<file path="src/rtl/tod_pkg.sv">
package tod_pkg;
    localparam int unsigned REG_W  = 32;
    localparam int unsigned ADDR_W = 4;
    localparam int unsigned NS_W   = 64;
    localparam int unsigned FRAC_W = 32;
    localparam int unsigned INC_W  = 2 * REG_W;

    typedef enum logic [1:0] {
        SPD_40G  = 2'd0,
        SPD_10G  = 2'd1,
        SPD_1G   = 2'd2,
        SPD_100M = 2'd3
    } speed_e;

    localparam logic [ADDR_W-1:0] A_CTRL    = 4'd0;
    localparam logic [ADDR_W-1:0] A_TIME_LO = 4'd1;
    localparam logic [ADDR_W-1:0] A_TIME_HI = 4'd2;
    localparam logic [ADDR_W-1:0] A_INC_LO  = 4'd3;
    localparam logic [ADDR_W-1:0] A_INC_HI  = 4'd4;

    localparam logic [INC_W-1:0] INC_40G = 64'h0000_0001_9999_9999;
    localparam logic [INC_W-1:0] INC_10G = 64'h0000_0003_3333_3333;
    localparam logic [INC_W-1:0] INC_1G  = 64'h0000_0020_0000_0000;
endpackage

</file>
<file path="src/rtl/tod_speed_map.sv">
module tod_speed_map
    import tod_pkg::*;
(
    input  speed_e             spd_i,
    output logic [INC_W-1:0]   dflt_o
);
    always_comb begin
        case (spd_i)
            SPD_10G:  dflt_o = INC_10G;
            SPD_1G:   dflt_o = INC_1G;
            SPD_100M: dflt_o = '0;
            default:  dflt_o = INC_40G;
        endcase
    end
endmodule

</file>
<file path="src/rtl/tod_counter.sv">
module tod_counter
    import tod_pkg::*;
#(
    parameter int unsigned P_NS_W   = NS_W,
    parameter int unsigned P_FRAC_W = FRAC_W,
    parameter int unsigned P_INC_W  = INC_W
) (
    input  logic                clk,
    input  logic                rst_n,
    input  logic                en_i,
    input  logic [P_INC_W-1:0]  inc_i,
    input  logic                load_i,
    input  logic [P_NS_W-1:0]   load_ns_i,
    output logic [P_NS_W-1:0]   ns_o
);
    localparam int unsigned ACC_W = P_NS_W + P_FRAC_W;
    localparam int unsigned WHOLE_W = P_INC_W - P_FRAC_W;

    typedef struct packed {
        logic [P_NS_W-1:0]   ns;
        logic [P_FRAC_W-1:0] frac;
    } cnt_t;

    cnt_t cnt_d, cnt_q;

    always_comb begin
        cnt_d = cnt_q;
        if (load_i) begin
            cnt_d.ns   = load_ns_i;
            cnt_d.frac = '0;
        end else if (en_i) begin
            cnt_d = cnt_t'(ACC_W'(cnt_q) + ACC_W'(inc_i));
        end
    end

    always_ff @(posedge clk) begin
        if (!rst_n) cnt_q <= '0;
        else        cnt_q <= cnt_d;
    end

    assign ns_o = cnt_q.ns;

    assert_hold_off_R2: assert property (@(posedge clk) disable iff (!rst_n)
        (!en_i && !load_i) |=> (ns_o == $past(ns_o)));

    assert_commit_R4: assert property (@(posedge clk) disable iff (!rst_n)
        load_i |=> (ns_o == $past(load_ns_i)));

    assert_step_bound_R3: assert property (@(posedge clk) disable iff (!rst_n)
        (en_i && !load_i) |=>
            ((ns_o - $past(ns_o)) >= P_NS_W'($past(inc_i[P_INC_W-1:P_FRAC_W]))) &&
            ((ns_o - $past(ns_o)) <= P_NS_W'($past(inc_i[P_INC_W-1:P_FRAC_W])) + 1));

    assert_zero_step_R8: assert property (@(posedge clk) disable iff (!rst_n)
        (en_i && !load_i && (inc_i == '0)) |=> $stable(ns_o));

    if (WHOLE_W < 1) begin : g_bad_width
        initial $error("increment has no integer part");
    end
endmodule

</file>
<file path="src/rtl/tod_csr.sv">
module tod_csr
    import tod_pkg::*;
(
    input  logic               clk,
    input  logic               rst_n,
    input  logic               wr_i,
    input  logic               rd_i,
    input  logic [ADDR_W-1:0]  addr_i,
    input  logic [REG_W-1:0]   wdata_i,
    input  speed_e             spd_i,
    input  logic [INC_W-1:0]   dflt_i,
    input  logic [NS_W-1:0]    time_i,
    output logic [REG_W-1:0]   rdata_o,
    output logic               en_o,
    output logic [INC_W-1:0]   inc_o,
    output logic               load_o,
    output logic [NS_W-1:0]    load_ns_o
);
    typedef struct packed {
        logic              en;
        logic [REG_W-1:0]  tlo;
        logic [REG_W-1:0]  ilo;
        logic [REG_W-1:0]  ihi;
        logic              lo_seen;
        logic              hi_seen;
        logic [INC_W-1:0]  inc;
        logic [REG_W-1:0]  snap;
        logic [REG_W-1:0]  rdata;
        speed_e            spd;
    } csr_t;

    csr_t csr_d, csr_q;

    always_comb begin
        csr_d = csr_q;
        if (wr_i) begin
            case (addr_i)
                A_CTRL:    csr_d.en = wdata_i[0];
                A_TIME_LO: csr_d.tlo = wdata_i;
                A_INC_LO: begin
                    csr_d.ilo     = wdata_i;
                    csr_d.lo_seen = 1'b1;
                end
                A_INC_HI: begin
                    csr_d.ihi     = wdata_i;
                    csr_d.hi_seen = 1'b1;
                end
                default: ;
            endcase
        end
        if (csr_d.lo_seen && csr_d.hi_seen) begin
            csr_d.inc     = {csr_d.ihi, csr_d.ilo};
            csr_d.lo_seen = 1'b0;
            csr_d.hi_seen = 1'b0;
        end
        if (spd_i != csr_q.spd) begin
            csr_d.spd     = spd_i;
            csr_d.inc     = dflt_i;
            csr_d.lo_seen = 1'b0;
            csr_d.hi_seen = 1'b0;
        end
        if (rd_i) begin
            case (addr_i)
                A_CTRL:    csr_d.rdata = REG_W'(csr_q.en);
                A_TIME_LO: begin
                    csr_d.rdata = time_i[REG_W-1:0];
                    csr_d.snap  = time_i[NS_W-1:REG_W];
                end
                A_TIME_HI: csr_d.rdata = csr_q.snap;
                A_INC_LO:  csr_d.rdata = csr_q.inc[REG_W-1:0];
                A_INC_HI:  csr_d.rdata = csr_q.inc[INC_W-1:REG_W];
                default:   csr_d.rdata = '0;
            endcase
        end
    end

    always_ff @(posedge clk) begin
        if (!rst_n) begin
            csr_q     <= '0;
            csr_q.inc <= INC_40G;
            csr_q.spd <= SPD_40G;
        end else begin
            csr_q <= csr_d;
        end
    end

    assign rdata_o   = csr_q.rdata;
    assign en_o      = csr_q.en;
    assign inc_o     = csr_q.inc;
    assign load_o    = wr_i && (addr_i == A_TIME_HI);
    assign load_ns_o = {wdata_i, csr_q.tlo};

    assert_snap_capture_R9: assert property (@(posedge clk) disable iff (!rst_n)
        (rd_i && addr_i == A_TIME_LO) |=>
            (csr_q.snap == $past(time_i[NS_W-1:REG_W])));

    assert_speed_reload_R7: assert property (@(posedge clk) disable iff (!rst_n)
        (spd_i != csr_q.spd) |=> (inc_o == $past(dflt_i)));

    assert_half_hold_R6: assert property (@(posedge clk) disable iff (!rst_n)
        (wr_i && addr_i == A_INC_LO && !csr_q.hi_seen && spd_i == csr_q.spd) |=>
            $stable(inc_o));
endmodule

</file>
<file path="src/rtl/ptp_tod_clock.sv">
module ptp_tod_clock
    import tod_pkg::*;
(
    input  logic               clk,
    input  logic               rst_n,
    input  logic               bus_wr,
    input  logic               bus_rd,
    input  logic [ADDR_W-1:0]  bus_addr,
    input  logic [REG_W-1:0]   bus_wdata,
    output logic [REG_W-1:0]   bus_rdata,
    input  logic [1:0]         link_speed,
    output logic [NS_W-1:0]    tod_ns
);
    speed_e            spd;
    logic [INC_W-1:0]  dflt_inc;
    logic [INC_W-1:0]  act_inc;
    logic              run_en;
    logic              t_load;
    logic [NS_W-1:0]   t_load_val;

    assign spd = speed_e'(link_speed);

    tod_speed_map u_map (
        .spd_i  (spd),
        .dflt_o (dflt_inc)
    );

    tod_csr u_csr (
        .clk       (clk),
        .rst_n     (rst_n),
        .wr_i      (bus_wr),
        .rd_i      (bus_rd),
        .addr_i    (bus_addr),
        .wdata_i   (bus_wdata),
        .spd_i     (spd),
        .dflt_i    (dflt_inc),
        .time_i    (tod_ns),
        .rdata_o   (bus_rdata),
        .en_o      (run_en),
        .inc_o     (act_inc),
        .load_o    (t_load),
        .load_ns_o (t_load_val)
    );

    tod_counter u_cnt (
        .clk       (clk),
        .rst_n     (rst_n),
        .en_i      (run_en),
        .inc_i     (act_inc),
        .load_i    (t_load),
        .load_ns_i (t_load_val),
        .ns_o      (tod_ns)
    );

    assert_reset_state_R1: assert property (@(posedge clk)
        !rst_n |=> (tod_ns == '0 && bus_rdata == '0));
endmodule

</file>
<file path="config.mk">
export PLATFORM = sky130hd
export DESIGN_NAME = ptp_tod_clock
export DESIGN_NICKNAME = d
export VERILOG_FILES = /design/src/rtl/tod_pkg.sv /design/src/rtl/tod_speed_map.sv /design/src/rtl/tod_counter.sv /design/src/rtl/tod_csr.sv /design/src/rtl/ptp_tod_clock.sv
export SDC_FILE = /design/constraint.sdc
export NUM_CORES = 1
export LEC_CHECK = 0
export CAP_MARGIN = 25
export CORE_MARGIN = 8
export CORE_UTILIZATION = 45
export DETAILED_ROUTE_END_ITERATION = 7
export GPL_TIMING_DRIVEN = 0
export SYNTH_ARGS = -nofsm -noshare
export SYNTH_HDL_FRONTEND = slang
export SYNTH_SLANG_ARGS = --single-unit
</file>
<file path="constraint.sdc">
create_clock -name clk -period 3.5 [get_ports clk]
set_input_delay 0.525 -clock clk [delete_from_list [all_inputs] [get_ports clk]]
set_output_delay 0.525 -clock clk [all_outputs]
set_load 0.1 [all_outputs]
</file>
# [Word level (Yosys, flattened, before mapping)]
# Index checks and enable logic that the tools add are counted.
[op_classes] addsub=1 n_eq_ne=8 muxes=11 bitwise=1 reduce_logical=10
[ops] operator="96-bit 2-to-1 mux" n=2
[ops] operator="32-bit one-hot mux with 5 select lines" n=1
[ops] operator="64-bit 2-to-1 mux" n=2
[ops] operator="38-bit one-hot mux with 3 select lines" n=1
[ops] operator="96-bit by 64-bit adder with 96-bit output" n=1
[ops] operator="66-bit 2-to-1 mux" n=1
[ops] operator="32-bit 2-to-1 mux" n=2
[ops] operator="4-bit by 2-bit == test with 1-bit output (second input constant)" n=2
[ops] operator="2-bit AND reduction" n=3
[ops] operator="2-bit == test (second input constant)" n=2
[ops] operator="4-bit by 1-bit == test with 1-bit output (second input constant)" n=1
[ops] operator="4-bit by 3-bit == test with 1-bit output (second input constant)" n=1
[ops] operator="4-bit logical NOT" n=1
[ops] operator="2-bit nonzero test" n=2
[ops] operator="3-bit OR reduction" n=1
[ops] operator="2-bit by 1-bit == test with 1-bit output (second input constant)" n=1
[ops] operator="1-bit logical AND" n=2
[ops] operator="1-bit 2-to-1 mux" n=2
[ops] operator="2-bit != test" n=1
[ops] operator="2-bit OR reduction" n=1
[ops] operator="1-bit NOT" n=1
[totals] reg_bits=325 in_bits=42 elab_cells=43

# [Logic depth before layout (Yosys ltp)]
[logic_depth] ltp_word=6 depth_mapped=13

# [By module]
# From an unflattened synthesis, not the netlist that was laid out.
[hier_totals] cells_unflattened=2613 area_unflattened_um2=20982.6
[by_module_without_submodules] module="tod_csr" n_inst=1 cells_per_inst=1359 area_per_inst_um2=11592.4 seq_area_each_um2=4584.4
[by_module_without_submodules] module="tod_counter" n_inst=1 cells_per_inst=1189 area_per_inst_um2=8913.5 seq_area_each_um2=1921.8
[by_module_without_submodules] module="tod_speed_map" n_inst=1 cells_per_inst=65 area_per_inst_um2=476.7 seq_area_each_um2=0.0

# [Least setup slack after synthesis]
# OpenSTA, ideal clock, no wires.
[synth_timing] kind="reg2reg" startpoint="register u_csr.csr_q, in the netlist u_csr.inc_o[0]" endpoint="register u_cnt.cnt_q, in the netlist u_cnt.ns_o[36]" setup_ps=81 arrival_ps=2918 required_ps=3419 setup_slack_ps=501 path_stages_with_launch=12 path_buffers=0 synth_period_minus_slack_ps=2999 path_cell_list="dfxtp_1 ha_1 fa_1 a211oi_1 nor2_1 a311oi_1 o22ai_1 o21ai_0 a22oi_1 and3_1 a211o_1 a41oi_1"
[synth_between] elab_chain_cells=3
[synth_rtl] element="start, declared" line_no="tod_csr.sv:32" rtl="csr_t csr_d, csr_q;"
[synth_rtl] element="start signal, assigned" line_no="tod_csr.sv:83" rtl="csr_q <= csr_d;"
[synth_rtl] element="96-bit by 64-bit adder with 96-bit output" line_no="tod_counter.sv:32" rtl="cnt_d = cnt_t'(ACC_W'(cnt_q) + ACC_W'(inc_i));"
[synth_rtl] element="96-bit 2-to-1 mux" line_no="tod_counter.sv:31" rtl="end else if (en_i) begin"
[synth_rtl] element="96-bit 2-to-1 mux" line_no="tod_counter.sv:28" rtl="if (load_i) begin"
[synth_rtl] element="end signal, assigned" line_no="tod_counter.sv:38" rtl="else cnt_q <= cnt_d;"
[synth_rtl] element="end, declared" line_no="tod_counter.sv:24" rtl="cnt_t cnt_d, cnt_q;"
# No other way between the ends. The select of a mux whose other input is x is not followed.
# A chain may end at the register's enable or synchronous reset.

# [Worst setup path in the final report]
[layout_timing] startpoint="register u_csr.csr_q, in the netlist u_csr.inc_o[0]" endpoint="register u_cnt.cnt_q, in the netlist u_cnt.ns_o[34]"
# The elaborated chain is that of the path after synthesis.

==> results.toml <==
[status]
outcome = "finished clean"

[routing]
vias = 17500
first_iter_violations = 2029
viasPerCell = 6.08
drtPass1Iterations = 7
wl_per_cell_um = 26.1
routed_wl_um = 75000
ant_nets = 0
drc = 0

[critical_path]
worstPathMaxFanout = 10
r2r_end = "u_cnt.ns_o[34]"
worstSetupPathType = "reg -> reg"
cp-end-kind = "flop"
worst_setup_path_start_kind = "flop"
r2r_setup_slack_ns = 0.05
r2r-start = "u_csr.inc_o[0]"
r2r.worst_path.cells = 13
crit_arrival_ns = 3.86
required_ns = 3.91

[clock_network]
ctsRootBufferMaster = "clkbuf_16"
cts_tree = "yes"
holdBufCountCts = 0
htree_levels = 2
cts.sinks = 325
cts_buffer_depth = 3
clk_pin_slew_ns = 0.07
cts_buffers = 39
clk_latency_ns = 0.58

[grt]
antenna_found_initial = 1
globalRouteOverflowTotal = 0
grt_first_pass_wirelength_um = 107000
grt_usage = 0.324
grt_pass1_vias = 16300
grt_max_degree = 14

[cells_and_area]
seqCellArea_sq_um = 6520
mostFrequentLayoutCell = "nand2_1"
diodes = 0
syn_to_final_growth_pct = 21.4
drive_above_1_share = 0.113
final_nets = 2442
final_cell_mix = "nand2_1 (319), dfxtp_1 (311), a21oi_1 (309)"
multiInputGateArea_sq_um = 9690
nFillCells = 3742

[floorplan]
ios = 138
fp-row-count = 71
die_area_sq_um = 44800
die_h_um = 212
initial_core_util = 0.458
coreArea_sq_um = 37700
die_w_um = 212

[synth]
syn_area_sq_um = 17200
netlist.area_leader.share = 0.377
async_flop_share = 0
ys_seq_area_frac = 0.377
ys_types = 75
syn_inst = 2149
ys_ff_latch = 325
ys.flop_type = "dfxtp_1"
syn_avg_cell_area_sq_um = 8.02
yosysWarnings = 0
yosysTopAreaCell = "dfxtp_1"
synth_fp_nets = 2256
synth_edf_count = 0
synth_area_leaders = "dfxtp_1 (38%), a21oi_1 (9.0%), nand2_1 (7.0%)"

[power_and_ir_drop]
vdd_drop_max_mv = 0.416
p_sw_frac = 0.282
internal_power_w = 0.00640
clkPwrFrac = 0.459
power_density_nw_per_um2 = 426
switchingPower_w = 0.00252
p_comb_frac = 0.100
p_seq_frac = 0.441
p_leak_nw = 7.94

[placed_design]
preCtsSetupSlack_ns = -0.676
io_buffers = 134
hpwl_um = 58400
place_congestion = 0.960

[timing]
timing.final.crit_share = 0.985
clock.fmax_mhz = 290
rsz0062_at_grt = "true"
tightest_slew_ns = 1.12
hold_viol_final = 0
slew_viol_final = 0
setup_tns_ns = 0
period_needed_ns = 3.45
slew_headroom = 0.252
setup_violations = 0
worst_slack_ns = 0.0513
clock_skew_ns = 0.0370

[run]
drv_cap = 0

[worst_hold_path]
hold_depth = 2
hp-start = "u_csr.load_ns_o[2]"
min_to = "u_csr.load_ns_o[2]"
min_path_type = "reg -> reg"
## synth_stat cells, types with 32 or more instances
master	n
mux2i_1	81
ha_1	64
nor2_1	215
xnor2_1	58
dfxtp_1	325
clkbuf_1	112
a222oi_1	32
nand2_1	320
nand4_1	35
o21ai_0	135
buf_4	96
a21oi_1	311
## how the worst max path moves through the flow
stage,from,endpoint,cells after the start
floorplan,u_csr.inc_o[0],u_cnt.ns_o[36],11
global placement,bus_addr[0],u_csr.inc_o[62],9
detailed placement,u_csr.inc_o[0],u_cnt.ns_o[24],12
CTS,u_csr.inc_o[15],u_cnt.ns_o[34],13
global route,u_csr.inc_o[46],u_cnt.ns_o[34],13
finish,u_csr.inc_o[0],u_cnt.ns_o[34],13
## timing repair
action | 4_1_cts | 5_1_grt
pin swaps | 14 | 13
gates resized for setup | 30 | 42
buffers inserted | 10 | 8
hold endpoints to repair | 0 | 0
endpoints found under the setup margin | 72 | 79
## final cells by class
cell class	count	area share
flip-flops and latches	325	0.312
clock buffers	52	0.0518
multi-input cells	1580	0.463
well taps	511	0.0305
clock inverters	18	0.00915
inverters	17	0.00305
repair buffers	155	0.0736
plain buffers	217	0.0570
## through the flow
stage               area [sq um]  hold WS, ns  cells  power (W)  utilization
finish                     20900        0.451   2875    0.00892        0.556
global route               20900        0.461   2875    0.00911        0.556
CTS                        20800        0.451   2875    0.00890        0.551
detailed placement         19300        0.444   2797    0.00486        0.511
global placement           19200        0.442   2794    0.00485        0.510
floorplan                  17200        0.433   2149    0.00446            -
## cell families after synthesis
kind of cell / share of synthesized area
simple gates: 0.178
compound gates: 0.230
flops: 0.377
buf+inv: 0.0746
xor+xnor: 0.0442
mux: 0.0483
fa+ha+maj: 0.0476
## metal layers
metal	vias to the layer above	global-route usage	routed length, um
li1	7956	-	-
met1	8434	0.439	31500
met2	935	0.486	31900
met3	148	0.0671	8060
met4	0	0.156	3520
met5	-	0	0
## power by group through the flow
stage	Sequential [W]	Combinational (W)	Clock (W)
2_1_floorplan	0.00390	0.000562	0
3_3_place_gp	0.00400	0.000853	0
3_5_place_dp	0.00400	0.000860	0
4_1_cts	0.00392	0.000866	0.00411
5_1_grt	0.00393	0.000940	0.00424
6_report	0.00393	0.000893	0.00409
## critical path: stages (launching register included)
cell and delay (ns):
dfxtp_2 0.38, ha_1 0.27, fa_1 0.46, a211oi_2 0.25, o21bai_1 0.13, a21oi_2 0.24, a31oi_4 0.18, o31ai_4 0.29
a21oi_2 0.15, or2_1 0.24, buf_2 0.22, and4_1 0.26, xnor2_1 0.13, a21oi_1 0.08
## state kept, by name, indices dropped and copies added (netlist names)
signal,flops
u_csr.inc_o,64
u_cnt.cnt_q,32
u_csr.load_ns_o,32
u_csr.en_o,1
u_cnt.ns_o,64
u_csr.rdata_o,32
u_csr.csr_q,100
No activity file was read; power rests on OpenSTA's default activity.
